$ cat config.mk
export PLATFORM = sky130hd
export DESIGN_NAME = codec_rx_ctrl
export DESIGN_NICKNAME = d
export VERILOG_FILES = /design/src/rtl/codec_rx_pkg.sv /design/src/rtl/rx_deser.sv /design/src/rtl/rx_fifo.sv /design/src/rtl/rx_status.sv /design/src/rtl/codec_rx_ctrl.sv
export SDC_FILE = /design/constraint.sdc
export NUM_CORES = 1
export LEC_CHECK = 0
export BUFFER_PORTS_ARGS = -buffer_cell sky130_fd_sc_hd__buf_4
export CELL_PAD_IN_SITES_DETAIL_PLACEMENT = 1
export CELL_PAD_IN_SITES_GLOBAL_PLACEMENT = 2
export CORE_MARGIN = 3
export CORE_UTILIZATION = 40
export DETAILED_ROUTE_END_ITERATION = 16
export PLACE_DENSITY = 0.78
export SETUP_SLACK_MARGIN = 0.3
export SYNTH_ARGS = -nofsm -noshare
export SYNTH_HDL_FRONTEND = slang
export SYNTH_HIERARCHICAL = 1
export SYNTH_SLANG_ARGS = --single-unit
$ cat constraint.sdc
create_clock -name clk -period 3.03 [get_ports clk]
set_clock_uncertainty 0.15 [all_clocks]
set_input_delay 0.7575 -clock clk [delete_from_list [all_inputs] [get_ports clk]]
set_output_delay 0.7575 -clock clk [all_outputs]
set_load 0.02 [all_outputs]
$ cat src/rtl/codec_rx_pkg.sv
package codec_rx_pkg;
    localparam int WORD_W    = 32;
    localparam int BLK_DEPTH = 4;
    localparam int NUM_BLK   = 2;
    localparam int HI_MARK   = 6;
    localparam int LO_MARK   = 1;

    // bit 2 overrun, bit 1 underrun, bit 0 block done
    typedef struct packed {
        logic ovr;
        logic unr;
        logic done;
    } rx_stat_t;

    // Wrap a slot pointer inside a queue of the given depth.
    function automatic int unsigned ptr_next(input int unsigned p, input int unsigned depth);
        return (p == depth - 1) ? 0 : p + 1;
    endfunction

    // True when a slot index is the final entry of its block.
    function automatic logic blk_tail(input int unsigned p, input int unsigned blk);
        return (p % blk) == (blk - 1);
    endfunction
endpackage

$ cat src/rtl/rx_deser.sv
module rx_deser #(
    parameter int W = 32
) (
    input  logic         clk,
    input  logic         rst,
    input  logic         bit_stb,
    input  logic         fsync,
    input  logic         sdin,
    output logic         wr_req,
    output logic [W-1:0] wr_word
);
    localparam int CW = $clog2(W + 1);

    logic [W-1:0]  shreg;
    logic [W-1:0]  hold;
    logic          hold_full;
    logic          armed;
    logic [CW-1:0] bitcnt;

    always_ff @(posedge clk) begin
        if (rst) begin
            shreg     <= '0;
            hold      <= '0;
            hold_full <= 1'b0;
            armed     <= 1'b0;
            bitcnt    <= '0;
        end else begin
            if (hold_full)
                hold_full <= 1'b0;
            if (bit_stb) begin
                if (fsync) begin
                    armed  <= 1'b1;
                    bitcnt <= '0;
                end else if (armed) begin
                    shreg  <= {shreg[W-2:0], sdin};
                    bitcnt <= bitcnt + 1'b1;
                    if (bitcnt == CW'(W - 1)) begin
                        hold      <= {shreg[W-2:0], sdin};
                        hold_full <= 1'b1;
                        armed     <= 1'b0;
                    end
                end
            end
        end
    end

    assign wr_req  = hold_full;
    assign wr_word = hold;

    p_bitcnt_range_r2: assert property (@(posedge clk) disable iff (rst)
        armed |-> (bitcnt < CW'(W)));
    p_single_push_r2: assert property (@(posedge clk) disable iff (rst)
        hold_full |=> !hold_full);
endmodule

$ cat src/rtl/rx_fifo.sv
module rx_fifo
    import codec_rx_pkg::*;
#(
    parameter int W       = 32,
    parameter int BLK     = 4,
    parameter int NBLK    = 2,
    localparam int DEPTH  = BLK * NBLK,
    localparam int PTR_W  = $clog2(DEPTH),
    localparam int CNT_W  = $clog2(DEPTH + 1)
) (
    input  logic             clk,
    input  logic             rst,
    input  logic             wr_req,
    input  logic [W-1:0]     wr_word,
    input  logic             rd_en,
    output logic [W-1:0]     rd_data,
    output logic [CNT_W-1:0] count,
    output logic             ev_done,
    output logic             ev_ovr,
    output logic             ev_unr
);
    logic [W-1:0]     mem [DEPTH];
    logic [PTR_W-1:0] wr_ptr;
    logic [PTR_W-1:0] rd_ptr;
    logic             full;
    logic             empty;
    logic             do_wr;
    logic             do_rd;

    assign full    = (count == CNT_W'(DEPTH));
    assign empty   = (count == '0);
    assign do_wr   = wr_req && !full;
    assign do_rd   = rd_en && !empty;
    assign ev_ovr  = wr_req && full;
    assign ev_unr  = rd_en && empty;
    assign ev_done = do_wr && blk_tail(int'(wr_ptr), BLK);
    assign rd_data = empty ? '0 : mem[rd_ptr];

    for (genvar s = 0; s < DEPTH; s++) begin : g_slot
        always_ff @(posedge clk) begin
            if (rst)
                mem[s] <= '0;
            else if (do_wr && wr_ptr == PTR_W'(s))
                mem[s] <= wr_word;
        end
    end

    always_ff @(posedge clk) begin
        if (rst) begin
            wr_ptr <= '0;
            rd_ptr <= '0;
            count  <= '0;
        end else begin
            if (do_wr)
                wr_ptr <= PTR_W'(ptr_next(int'(wr_ptr), DEPTH));
            if (do_rd)
                rd_ptr <= PTR_W'(ptr_next(int'(rd_ptr), DEPTH));
            case ({do_wr, do_rd})
                2'b10:   count <= count + 1'b1;
                2'b01:   count <= count - 1'b1;
                default: count <= count;
            endcase
        end
    end

    p_count_bound_r3: assert property (@(posedge clk) disable iff (rst)
        count <= CNT_W'(DEPTH));
    p_ovr_drop_r4: assert property (@(posedge clk) disable iff (rst)
        (wr_req && full && !rd_en) |=> count == CNT_W'(DEPTH));
    p_unr_nochange_r5: assert property (@(posedge clk) disable iff (rst)
        (rd_en && empty && !wr_req) |=> count == '0);
endmodule

$ cat src/rtl/rx_status.sv
module rx_status
    import codec_rx_pkg::*;
#(
    parameter int CNT_W = 4,
    parameter int HI    = 6,
    parameter int LO    = 1
) (
    input  logic             clk,
    input  logic             rst,
    input  logic             ev_done,
    input  logic             ev_unr,
    input  logic             ev_ovr,
    input  logic             clr_stb,
    input  logic [2:0]       clr_mask,
    input  logic [2:0]       irq_en,
    input  logic             dma_mode,
    input  logic [CNT_W-1:0] count,
    output rx_stat_t         stat,
    output logic             irq,
    output logic             dreq_n
);
    rx_stat_t set_v;
    logic [2:0] clr_v;
    logic       req_q;

    assign set_v = '{ovr: ev_ovr, unr: ev_unr, done: ev_done};
    assign clr_v = clr_stb ? clr_mask : 3'b000;

    always_ff @(posedge clk) begin
        if (rst) begin
            stat  <= '0;
            req_q <= 1'b0;
        end else begin
            stat <= (stat & ~clr_v) | set_v;
            if (count >= CNT_W'(HI))
                req_q <= 1'b1;
            else if (count <= CNT_W'(LO))
                req_q <= 1'b0;
        end
    end

    assign irq    = !dma_mode && |(stat & irq_en);
    assign dreq_n = !(dma_mode && req_q);

    p_sticky_r7: assert property (@(posedge clk) disable iff (rst)
        (stat.done && !(clr_stb && clr_mask[0])) |=> stat.done);
    p_dreq_on_r9: assert property (@(posedge clk) disable iff (rst)
        (dma_mode && count >= CNT_W'(HI)) |=> (!dreq_n || !dma_mode));
    p_dreq_off_r9: assert property (@(posedge clk) disable iff (rst)
        (count <= CNT_W'(LO)) |=> dreq_n);
endmodule

$ cat src/rtl/codec_rx_ctrl.sv
module codec_rx_ctrl
    import codec_rx_pkg::*;
#(
    parameter int W         = WORD_W,
    parameter int BLK       = BLK_DEPTH,
    parameter int NBLK      = NUM_BLK,
    parameter int HI        = HI_MARK,
    parameter int LO        = LO_MARK,
    localparam int CNT_W    = $clog2(BLK * NBLK + 1)
) (
    input  logic         clk,
    input  logic         rst,
    input  logic         bit_stb,
    input  logic         fsync,
    input  logic         sdin,
    input  logic         rd_en,
    output logic [W-1:0] rd_data,
    input  logic         clr_stb,
    input  logic [2:0]   clr_mask,
    input  logic [2:0]   irq_en,
    input  logic         dma_mode,
    output logic [2:0]   stat,
    output logic         irq,
    output logic         dreq_n
);
    logic             wr_req;
    logic [W-1:0]     wr_word;
    logic [CNT_W-1:0] count;
    logic             ev_done;
    logic             ev_ovr;
    logic             ev_unr;
    rx_stat_t         stat_s;

    rx_deser #(.W(W)) u_deser (
        .clk     (clk),
        .rst     (rst),
        .bit_stb (bit_stb),
        .fsync   (fsync),
        .sdin    (sdin),
        .wr_req  (wr_req),
        .wr_word (wr_word)
    );

    rx_fifo #(.W(W), .BLK(BLK), .NBLK(NBLK)) u_fifo (
        .clk     (clk),
        .rst     (rst),
        .wr_req  (wr_req),
        .wr_word (wr_word),
        .rd_en   (rd_en),
        .rd_data (rd_data),
        .count   (count),
        .ev_done (ev_done),
        .ev_ovr  (ev_ovr),
        .ev_unr  (ev_unr)
    );

    rx_status #(.CNT_W(CNT_W), .HI(HI), .LO(LO)) u_status (
        .clk      (clk),
        .rst      (rst),
        .ev_done  (ev_done),
        .ev_unr   (ev_unr),
        .ev_ovr   (ev_ovr),
        .clr_stb  (clr_stb),
        .clr_mask (clr_mask),
        .irq_en   (irq_en),
        .dma_mode (dma_mode),
        .count    (count),
        .stat     (stat_s),
        .irq      (irq),
        .dreq_n   (dreq_n)
    );

    assign stat = stat_s;
endmodule

==> results of run 1 <==
-- sequential cells by signal, indices dropped and copies added (netlist names), 3 cells and up, named ones only --
name	count
u_deser/bitcnt	6
u_deser/shreg	31
u_fifo/wr_ptr	3
u_fifo/mem	256
u_status/stat	3
u_fifo/rd_ptr	3
u_deser/wr_word	32
u_fifo/count	4
-- cell families (layout without fill, tap and decap cells) --
logic type	after synthesis	after routing	synth area share
AND/OR/NAND/NOR	537	537	0.1654
multiplexers	135	135	0.1425
buffers and inverters	89	185	0.02797
other	0	1	0
AO/OA/AOI/OAI	72	72	0.02962
flip-flops	344	344	0.6249
adder cells (fa/ha/maj)	11	11	0.009101
XOR/XNOR	1	1	0.0005793
-- area by class of cell --
cell class,count,share of cell area
Clock inverter,14,0.004576
Sequential cell,344,0.5323
Multi-Input combinational cell,756,0.3032
Tap cell,504,0.03549
Clock buffer,52,0.05766
Timing Repair Buffer,111,0.06477
Inverter,8,0.001831
Antenna cell,1,0.0001408
-- per-layer routing --
metal	GRT usage	up-vias	routed length, um
li1	-	4341	-
met1	0.2618	4911	17280
met2	0.3430	176	19920
met3	0.02465	49	1537
met4	0.04718	0	722
met5	0	-	0
-- power by group --
| group | internal [W] | switching [W] |
|---|---|---|
| clock network | 0.00237 | 0.00182 |
| registers | 0.00522 | 0.0000512 |
| logic | 0.000136 | 0.000196 |
| total | 0.00772 | 0.00206 |
-- metrics by stage --
stage | worst slack, ps | instance area, sq um | utilization | TNS [ps] | total power (W)
after floorplan | -215.5 | 15120 | - | -41370 | 0.005534
after CTS | -99.93 | 17740 | 0.4799 | -1443 | 0.009931
after global routing | -158.4 | 17770 | 0.4807 | -3016 | 0.01012
after detailed placement | 293.8 | 16320 | 0.4416 | 0 | 0.005704
final | -86.77 | 17770 | 0.4808 | -467.1 | 0.009785
after global placement | 343.3 | 16320 | 0.4416 | 0 | 0.005691
-- cell usage after synthesis (2+ instances only) --
master / number / area share
a211oi_1: 2 / 0.00099
a21boi_0: 3 / 0.0015
a21o_1: 2 / 0.00099
a21oi_1: 39 / 0.013
a41oi_1: 2 / 0.0012
and2_1: 66 / 0.027
and3b_1: 3 / 0.0017
buf_1: 4 / 0.00099
buf_2: 27 / 0.0089
buf_6: 6 / 0.0045
clkbuf_1: 40 / 0.0099
clkbuf_2: 3 / 0.00099
dfxtp_1: 88 / 0.12
edfxtp_1: 256 / 0.51
ha_1: 11 / 0.0091
inv_1: 7 / 0.0017
mux2_2: 2 / 0.0015
mux2i_1: 69 / 0.046
mux4_2: 64 / 0.095
nand2_1: 137 / 0.034
nand2b_1: 66 / 0.027
nand3_1: 2 / 0.00066
nor2_1: 238 / 0.059
nor2b_1: 5 / 0.0021
nor3_1: 5 / 0.0017
nor3b_4: 2 / 0.0025
nor4_4: 2 / 0.0028
o21a_1: 4 / 0.0020
o21ai_0: 5 / 0.0017
o21bai_1: 6 / 0.0030
or3_1: 3 / 0.0012
-- how the worst min path moves through the flow --
stage / endpoint / from / cells after the start
final: u_deser/shreg[17]$_SDFFE_PP0P_ / u_deser/shreg[16]$_SDFFE_PP0P_ / 2
after global routing: u_deser/shreg[0]$_SDFFE_PP0P_ / sdin / 3
after CTS: u_deser/shreg[30]$_SDFFE_PP0P_ / u_deser/shreg[30]$_SDFFE_PP0P_ / 2
after detailed placement: u_deser/shreg[30]$_SDFFE_PP0P_ / u_deser/shreg[30]$_SDFFE_PP0P_ / 2
after global placement: u_deser/shreg[30]$_SDFFE_PP0P_ / u_deser/shreg[30]$_SDFFE_PP0P_ / 2
after floorplan: u_deser/shreg[30]$_SDFFE_PP0P_ / u_deser/shreg[30]$_SDFFE_PP0P_ / 2
-- worst reg2reg max path: cells and delay by family, from the launching register on --
kind / cells / cell delay, ps
AO/OA/AOI/OAI: 1 / 190
AND/OR/NAND/NOR: 3 / 700
XOR/XNOR: 1 / 160
flip-flops: 1 / 380
adder cells (fa/ha/maj): 2 / 440
multiplexers: 1 / 350
buffers and inverters: 1 / 50
-- timing repair --
item / 4_1_cts / 5_1_grt
gates cloned: 3 / 0
setup buffers: 8 / 2
setup endpoints to repair: 32 / 33
hold buffers: 0 / 0
pin swaps: 2 / 7
resized for setup: 28 / 6
==> impl_metrics.toml, run 1 <==
[floorplanning]
chipHeight_um = 200.4
rows = 70
io_pins = 51
core_area_sq_mm = 0.03696
die_x_um = 200.4
start_util = 0.4091
dieArea_sq_mm = 0.04017

[setup_path]
cp-start-kind = "register"
r2r-start = "u_fifo/count[2]$_SDFFE_PP0P_"
path_buf_inv = 3
path_class = "register to primary output"
crit_path_end = "rd_data[10]"
critPathRequiredTime_ps = 2120
cp_num_cells = 6
end_kind = "primary output"
cp_common_cell = "buf_12"
max_stage_delay_ps = 510
crit_family = "multiplexers"
arrival_ps = 2210
crit_slowest_cell = "mux4_2"
rr_worst_depth = 9
r2r_end = "u_fifo/count[2]$_SDFFE_PP0P_"
crit_chain = "buf_12 -> buf_12 -> mux4_2 -> mux2i_2 -> nor2_1 -> buf_4"
ff2ff_setup_slack_ps = 500
crit_fanout = 8

[sta]
maxSlewHeadroom = 0.4992
max_freq_mhz = 320.8
finalMaxSlewViolations = 0
holdWs_ps = 311.4
post-route-min-period_ps = 3117
period_share = 1.029
setup_viol = 18
hold_viol = 0
setup_slack_ps = -86.77
rsz0062_at_grt = "yes"
tightestPinTransition_ps = 751.2

[detailed_routing]
drt_iter0_markers = 650
drc = 0
ant_nets = 0
route.detailed.wl_per_inst_um = 22.04
num_vias = 9477
firstDrtPassIters = 5
routed_wl_um = 39450
vias_per_cell = 5.294

[pwr]
powerDensity_mw_per_mm2 = 550.6
vdd_drop_max_mv = 0.4964
leakage_nw = 5.659

[finish]
fillers = 3806
layout-drive-gt1-share = 0.1992
multi_input_area_sq_mm = 0.005389
layout_common_cells = "edfxtp_1 (256), nor2_1 (236), nand2_1 (134)"
final_cells = 1790
mostFrequentLayoutCell = "edfxtp_1"
regArea_sq_mm = 0.009459
nets = 1284
syn_to_final_growth_pct = 17.52

[logic_synthesis]
async_reset_ff_frac = 0
syn_area_sq_mm = 0.01512
synth_enable_flop_cells = 256
synthCells = 1189
yosysSeqAreaShare = 0.6249
synth_flop_cell = "edfxtp_1"
syn_avg_cell_area_sq_um = 12.72
ys_warn_count = 6
ys_ff_latch = 344
synth_cell_types = 51
syn_nets = 1214

[placement]
port-buffer-count = 50
gp_congestion = 0.7266
placed_cells = 1710
hpwlAfterDp_um = 22860

[hold_path]
hold_class = "register to register"

[global_routing]
grt_max_degree = 56
grt_pass1_wl_um = 60890
grt.total_usage = 0.1960
grt_pass1_vias = 10094
gr-total-overflow = 0
antenna_found_initial = 0

[clocking]
numCtsBuffers = 38
clk_pin_slew_ps = 60
cts_max_path_buffers = 3
cts.sinks = 344
root_buffer = "clkbuf_16"
cts_tree = "built"
htreeDepth = 2
clkLatencyLatePin_ps = 540

[run]
maxCapViolCount = 0

[status]
status = "finished with violations"
violations = "negative setup slack"
Note: power is estimated with default switching activity, not from simulation.
==> run 2: changes to the inputs <==
--- a/config.mk
+++ b/config.mk
@@ -17,3 +17,4 @@
 export SYNTH_HDL_FRONTEND = slang
 export SYNTH_HIERARCHICAL = 1
 export SYNTH_SLANG_ARGS = --single-unit
+export TNS_END_PERCENT = 20
==> run 2 against run 1 <==
  * The run still ends with negative setup slack left
  * Sequential cell count is the same
  * Sequential power barely moved
  * Final area fell by 0.42%
  * Global-route usage decreased by 0.13 points
  * Maximum frequency up 1.5%
  * Wire length shrank 0.33%
  * Critical path depth did not move
  * Via count down 0.37%
  * Sequential share of layout area is 0.22 points higher
  * First-iteration DRC count down 7.7%
  * Non-clock buffer count fell by 1
==> impl_metrics.toml, run 2 (same netlist as run 1, synthesis figures left out) <==
[status]
status = "finished with violations"
violations = "negative setup slack"

[finish]
nets = 1283
multi_input_area_sq_mm = 0.005374
syn_to_final_growth_pct = 17.03
largest_reg_flops = 256
layout-drive-gt1-share = 0.1955
final_cells = 1789
final_util = 0.4788
fillers = 3808
layout_common_cells = "edfxtp_1 (256), nor2_1 (236), nand2_1 (134)"
top_register = "u_fifo/mem"
mostFrequentLayoutCell = "edfxtp_1"
final_cell_area_sq_mm = 0.01770
regArea_sq_mm = 0.009459

[setup_path]
crit_fanout = 6
cp-start-kind = "register"
path_class = "register to primary output"
critPathRequiredTime_ps = 2120
arrival_ps = 2160
max_stage_delay_ps = 510
crit_chain = "buf_6 -> clkbuf_16 -> mux4_2 -> mux2i_1 -> nor2_1 -> buf_4"
path_buf_inv = 3
end_kind = "primary output"
crit_slowest_cell = "mux4_2"
crit_family = "multiplexers"

[detailed_routing]
drt_iter0_markers = 600
drc = 0
num_vias = 9442
route.detailed.wl_per_inst_um = 21.98
ant_nets = 0
vias_per_cell = 5.278
routed_wl_um = 39320
firstDrtPassIters = 5

[global_routing]
grt_max_degree = 56
gr-total-overflow = 0
grt_pass1_vias = 10064
grt_pass1_wl_um = 60550
antenna_found_initial = 0
grt.total_usage = 0.1948

[clocking]
root_buffer = "clkbuf_16"
cts_max_path_buffers = 3
clk_pin_slew_ps = 60
htreeDepth = 2
cts_tree = "built"
cts.sinks = 344
numCtsBuffers = 38
clkLatencyLatePin_ps = 540

[floorplanning]
chipHeight_um = 200.4
dieArea_sq_mm = 0.04017
rows = 70
die_x_um = 200.4
start_util = 0.4091
core_area_sq_mm = 0.03696
io_pins = 51

[sta]
maxSlewHeadroom = 0.4980
hold_viol = 0
setup_viol = 13
tightestPinTransition_ps = 752.9
max_freq_mhz = 325.6
holdWs_ps = 307.3
post-route-min-period_ps = 3071
period_share = 1.013
rsz0062_at_grt = "yes"
finalMaxSlewViolations = 0
setup_slack_ps = -40.86

[pwr]
leakage_nw = 5.626
powerDensity_mw_per_mm2 = 552.6
vdd_drop_max_mv = 0.4938

[hold_path]
hold_class = "register to register"

[placement]
placed_area_sq_mm = 0.01632
placed_cells = 1710
hpwlAfterDp_um = 22860
port-buffer-count = 50
gp_congestion = 0.7266

[run]
maxCapViolCount = 0
==> run 2: cell types whose count changed in the layout (fill, tap and decap cells not counted) <==
| cell | delta |
|---|---|
| buf_6 | +1 |
| buf_16 | -2 |
| buf_12 | -2 |
| buf_8 | -1 |
| mux2i_2 | -4 |
| mux2i_1 | +4 |
| clkbuf_16 | +1 |
| buf_4 | +2 |
==> run 2: metal layers <==
layer	part of all wire	up-vias	GRT usage
li1	-	4345	-
met1	0.44	4859	0.2592
met2	0.50	193	0.3415
met3	0.042	45	0.02465
met4	0.017	0	0.04718
met5	0	-	0
==> run 2: worst paths after layout <==
path / endpoint / depth (start not counted) / from / slack (ps)
worst max-delay path: rd_data[26] / 6 / register / -40
worst min-delay path: u_deser/shreg[17]$_SDFFE_PP0P_ / 2 / u_deser/shreg[16]$_SDFFE_PP0P_ / 310
worst max register to register: u_fifo/count[2]$_SDFFE_PP0P_ / 9 / u_fifo/count[2]$_SDFFE_PP0P_ / 500
worst min register to register: u_deser/shreg[17]$_SDFFE_PP0P_ / 2 / u_deser/shreg[16]$_SDFFE_PP0P_ / 310
==> run 2: final cells by class <==
cell class | instances | share of cell area
clock buffers | 52 | 0.05790
diodes | 1 | 0.0001414
inverters | 8 | 0.001838
well taps | 504 | 0.03563
repair buffers | 110 | 0.06172
multi-input cells | 756 | 0.3037
clock inverters | 14 | 0.004596
flip-flops and latches | 344 | 0.5345
==> run 2: what timing repair did <==
item	in CTS	in global routing
setup endpoints to repair	32	33
gates cloned	1	1
hold buffers	0	0
buffers inserted	5	5
resized for setup	15	9
pin swaps	0	2
==> run 2: worst min-delay path, cell delays in order (launching register included) <==
cell     delay, ps
dfxtp_1        320
nand2_1         60
a21oi_1         50
==> run 2: power breakdown <==
part | switching [W] | total, W | internal, W
combinational | 0.000194 | 0.000329 | 0.000135
clock | 0.00181 | 0.00418 | 0.00237
sequential | 0.0000512 | 0.00527 | 0.00522
==> run 2: stage by stage <==
step	TNS [ps]	setup WS, ps	power, W
2_1_floorplan	-41370	-215.5	0.005534
3_3_place_gp	0	343.3	0.005691
3_5_place_dp	0	293.8	0.005704
4_1_cts	-1762	-111.5	0.009927
5_1_grt	-2948	-141.9	0.01012
6_report	-227.1	-40.86	0.009779
==> run 3: changes to the inputs <==
--- a/config.mk
+++ b/config.mk
@@ -15,6 +15,5 @@
 export SETUP_SLACK_MARGIN = 0.3
 export SYNTH_ARGS = -nofsm -noshare
 export SYNTH_HDL_FRONTEND = slang
-export SYNTH_HIERARCHICAL = 1
 export SYNTH_SLANG_ARGS = --single-unit
 export TNS_END_PERCENT = 20
==> run 3 against run 2 <==
  * The flow still finishes with violations (negative setup slack)
  * Highest routed layer unchanged
  * Clock-buffer cell count is 5 higher
  * Maximum frequency hardly changed
  * Sequential cell count stayed put
  * Clock power is 7.2% higher
  * First-iteration DRC count is 1.7% lower
  * Critical path depth is 2 lower
  * Combinational power grew to 10 times the previous value
  * Sequential power is 2% higher
  * Final area is 0.42% lower
  * Register-to-register slack worse by 210 ps
==> impl_metrics.toml, run 3 <==
[setup_path]
end_kind = "primary output"
max_stage_delay_ps = 580
rr_worst_depth = 8
crit_fanout = 10
ff2ff_setup_slack_ps = 290
crit_slowest_cell = "mux4_2"
crit_chain = "buf_8 -> mux4_2 -> a22o_1 -> buf_4"
path_buf_inv = 2
arrival_ps = 2160
critPathRequiredTime_ps = 2120
r2r_end = "u_fifo.mem[5][17]$_SDFFCE_PN0P_"
crit_family = "multiplexers"
cp-start-kind = "register"
path_class = "register to primary output"
r2r-start = "u_fifo.count[1]$_SDFFE_PP0P_"

[placement]
port-buffer-count = 50
gp_congestion = 0.7456
hpwlAfterDp_um = 22950
placed_area_sq_mm = 0.01587
placed_cells = 1637

[sta]
tns_ps = -157.6
post-route-min-period_ps = 3069
finalMaxSlewViolations = 0
hold_viol = 0
setup_slack_ps = -38.64
period_share = 1.013
tightestPinTransition_ps = 770.9
holdWs_ps = 294.0
max_freq_mhz = 325.9
maxSlewHeadroom = 0.4841
setup_viol = 9
rsz0062_at_grt = "yes"

[logic_synthesis]
syn_avg_cell_area_sq_um = 12.78
synth_cell_types = 42
synth_enable_flop_cells = 256
synthTopCellsByCount = "edfxtp_1 (256), nor2_1 (207), nand2_1 (201), dfxtp_1 (88), and2_1 (65)"
ys_warn_count = 0
yosysTopAreaCell = "edfxtp_1"
synthMostInstantiatedCell = "edfxtp_1"
async_reset_ff_frac = 0
ys_ff_latch = 344
synthCells = 1163
syn_area_sq_mm = 0.01486
ys_top_cells_by_area = "edfxtp_1 (52%), dfxtp_1 (12%), mux4_2 (9.7%)"
synth_flop_cell = "edfxtp_1"
yosys.area.top_type_share = 0.5172
syn_nets = 1191
yosysSeqAreaShare = 0.6357

[pwr]
finalPower_w = 0.01315
powerDensity_mw_per_mm2 = 746.0
leakage_nw = 5.600
vdd_drop_max_mv = 0.3724

[hold_path]
min-delay-start = "u_deser.shreg[30]$_SDFFE_PP0P_"
hold_class = "register to register"
hold_end = "u_deser.wr_word[31]$_SDFFE_PP0P_"
whs_path_depth = 2

[finish]
final_cell_area_sq_mm = 0.01762
largest_reg_flops = 256
diodes = 0
layout_common_cells = "edfxtp_1 (256), nor2_1 (205), nand2_1 (200)"
regArea_sq_mm = 0.009459
final_cells = 1729
fillers = 3656
syn_to_final_growth_pct = 18.56
nets = 1267
mostFrequentLayoutCell = "edfxtp_1"
layout-drive-gt1-share = 0.2058
top_register = "u_fifo.mem"
multi_input_area_sq_mm = 0.005030

[clocking]
root_buffer = "clkbuf_16"
cts_tree = "built"
cts_max_path_buffers = 3
numCtsBuffers = 39
clk_pin_slew_ps = 60
cts.sinks = 344
clkLatencyLatePin_ps = 520
htreeDepth = 2

[floorplanning]
die_x_um = 198.8
dieArea_sq_mm = 0.03951
chipHeight_um = 198.8
rows = 69
io_pins = 51
core_area_sq_mm = 0.03609
start_util = 0.4119

[detailed_routing]
drt_iter0_markers = 590
vias_per_cell = 5.408
drc = 0
route.detailed.wl_per_inst_um = 23.15
num_vias = 9350
ant_nets = 0
firstDrtPassIters = 5
routed_wl_um = 40020

[global_routing]
grt_pass1_vias = 10105
gr-total-overflow = 0
grt_max_degree = 51
grt_pass1_wl_um = 61020
grt.total_usage = 0.2060
antenna_found_initial = 0

[status]
status = "finished with violations"
violations = "negative setup slack"

[run]
maxCapViolCount = 0
run 3: worst register-to-register path, cell delays in order, from the launching register on:
cell	delay (ps)
dfxtp_4	360
inv_4	50
ha_4	150
buf_4	130
buf_6	110
nand3b_1	340
nand3_4	200
o21ai_4	670
buf_12	270
run 3: cell families after synthesis:
logic type	synth area share
XOR/XNOR	0.001179
AO/OA/AOI/OAI	0.04655
adder cells (fa/ha/maj)	0.01179
flip-flops	0.6357
multiplexers	0.1206
AND/OR/NAND/NOR	0.1477
buffers and inverters	0.03637
run 3: repair_timing:
item | 4_1_cts | 5_1_grt
setup buffers | 15 | 2
hold buffers | 0 | 0
gates cloned | 4 | 1
hold endpoints to repair | 0 | 0
gates resized for setup | 52 | 21
endpoints found under the setup margin | 63 | 32
pin swaps | 7 | 12
run 3: worst max-delay path by stage:
stage,from,slack (ps),to,cells after the start
after floorplan,u_fifo.count[0]$_SDFFE_PP0P_,-250,u_fifo.mem[4][0]$_SDFFCE_PN0P_,7
after global placement,u_fifo.count[1]$_SDFFE_PP0P_,90,rd_data[16],6
after detailed placement,u_fifo.count[1]$_SDFFE_PP0P_,-2,rd_data[18],6
after CTS,register,-50,rd_data[31],5
after global routing,u_fifo.count[1]$_SDFFE_PP0P_,-100,rd_data[29],9
final,register,-40,rd_data[2],4
run 3: routing by layer:
metal  vias up  global-route usage  wire, um
li1       4311                   -         -
met5         -                   0         0
met4         0             0.05180       890
met3        51             0.03743      1811
met1      4794              0.2661     17400
met2       194              0.3610     19930
run 3: through the flow:
stage,util,setup slack (ps)
6_report,0.4883,-38.64
5_1_grt,0.4883,-99.67
4_1_cts,0.4847,-54.93
3_5_place_dp,0.4397,-1.808
3_3_place_gp,0.4397,86.44
2_1_floorplan,-,-252.1
run 3: where the power goes:
part	internal [W]	switching, W
registers	0.00526	0.000106
clock network	0.00264	0.00183
logic	0.00173	0.00157
run 3: cell type report:
type	instances	share of cell area
Clock buffer	57	0.06149
Clock inverter	13	0.006319
Inverter	10	0.002272
Multi-Input combinational cell	726	0.2854
Sequential cell	344	0.5368
Tap cell	461	0.03273
Timing Repair Buffer	118	0.07498
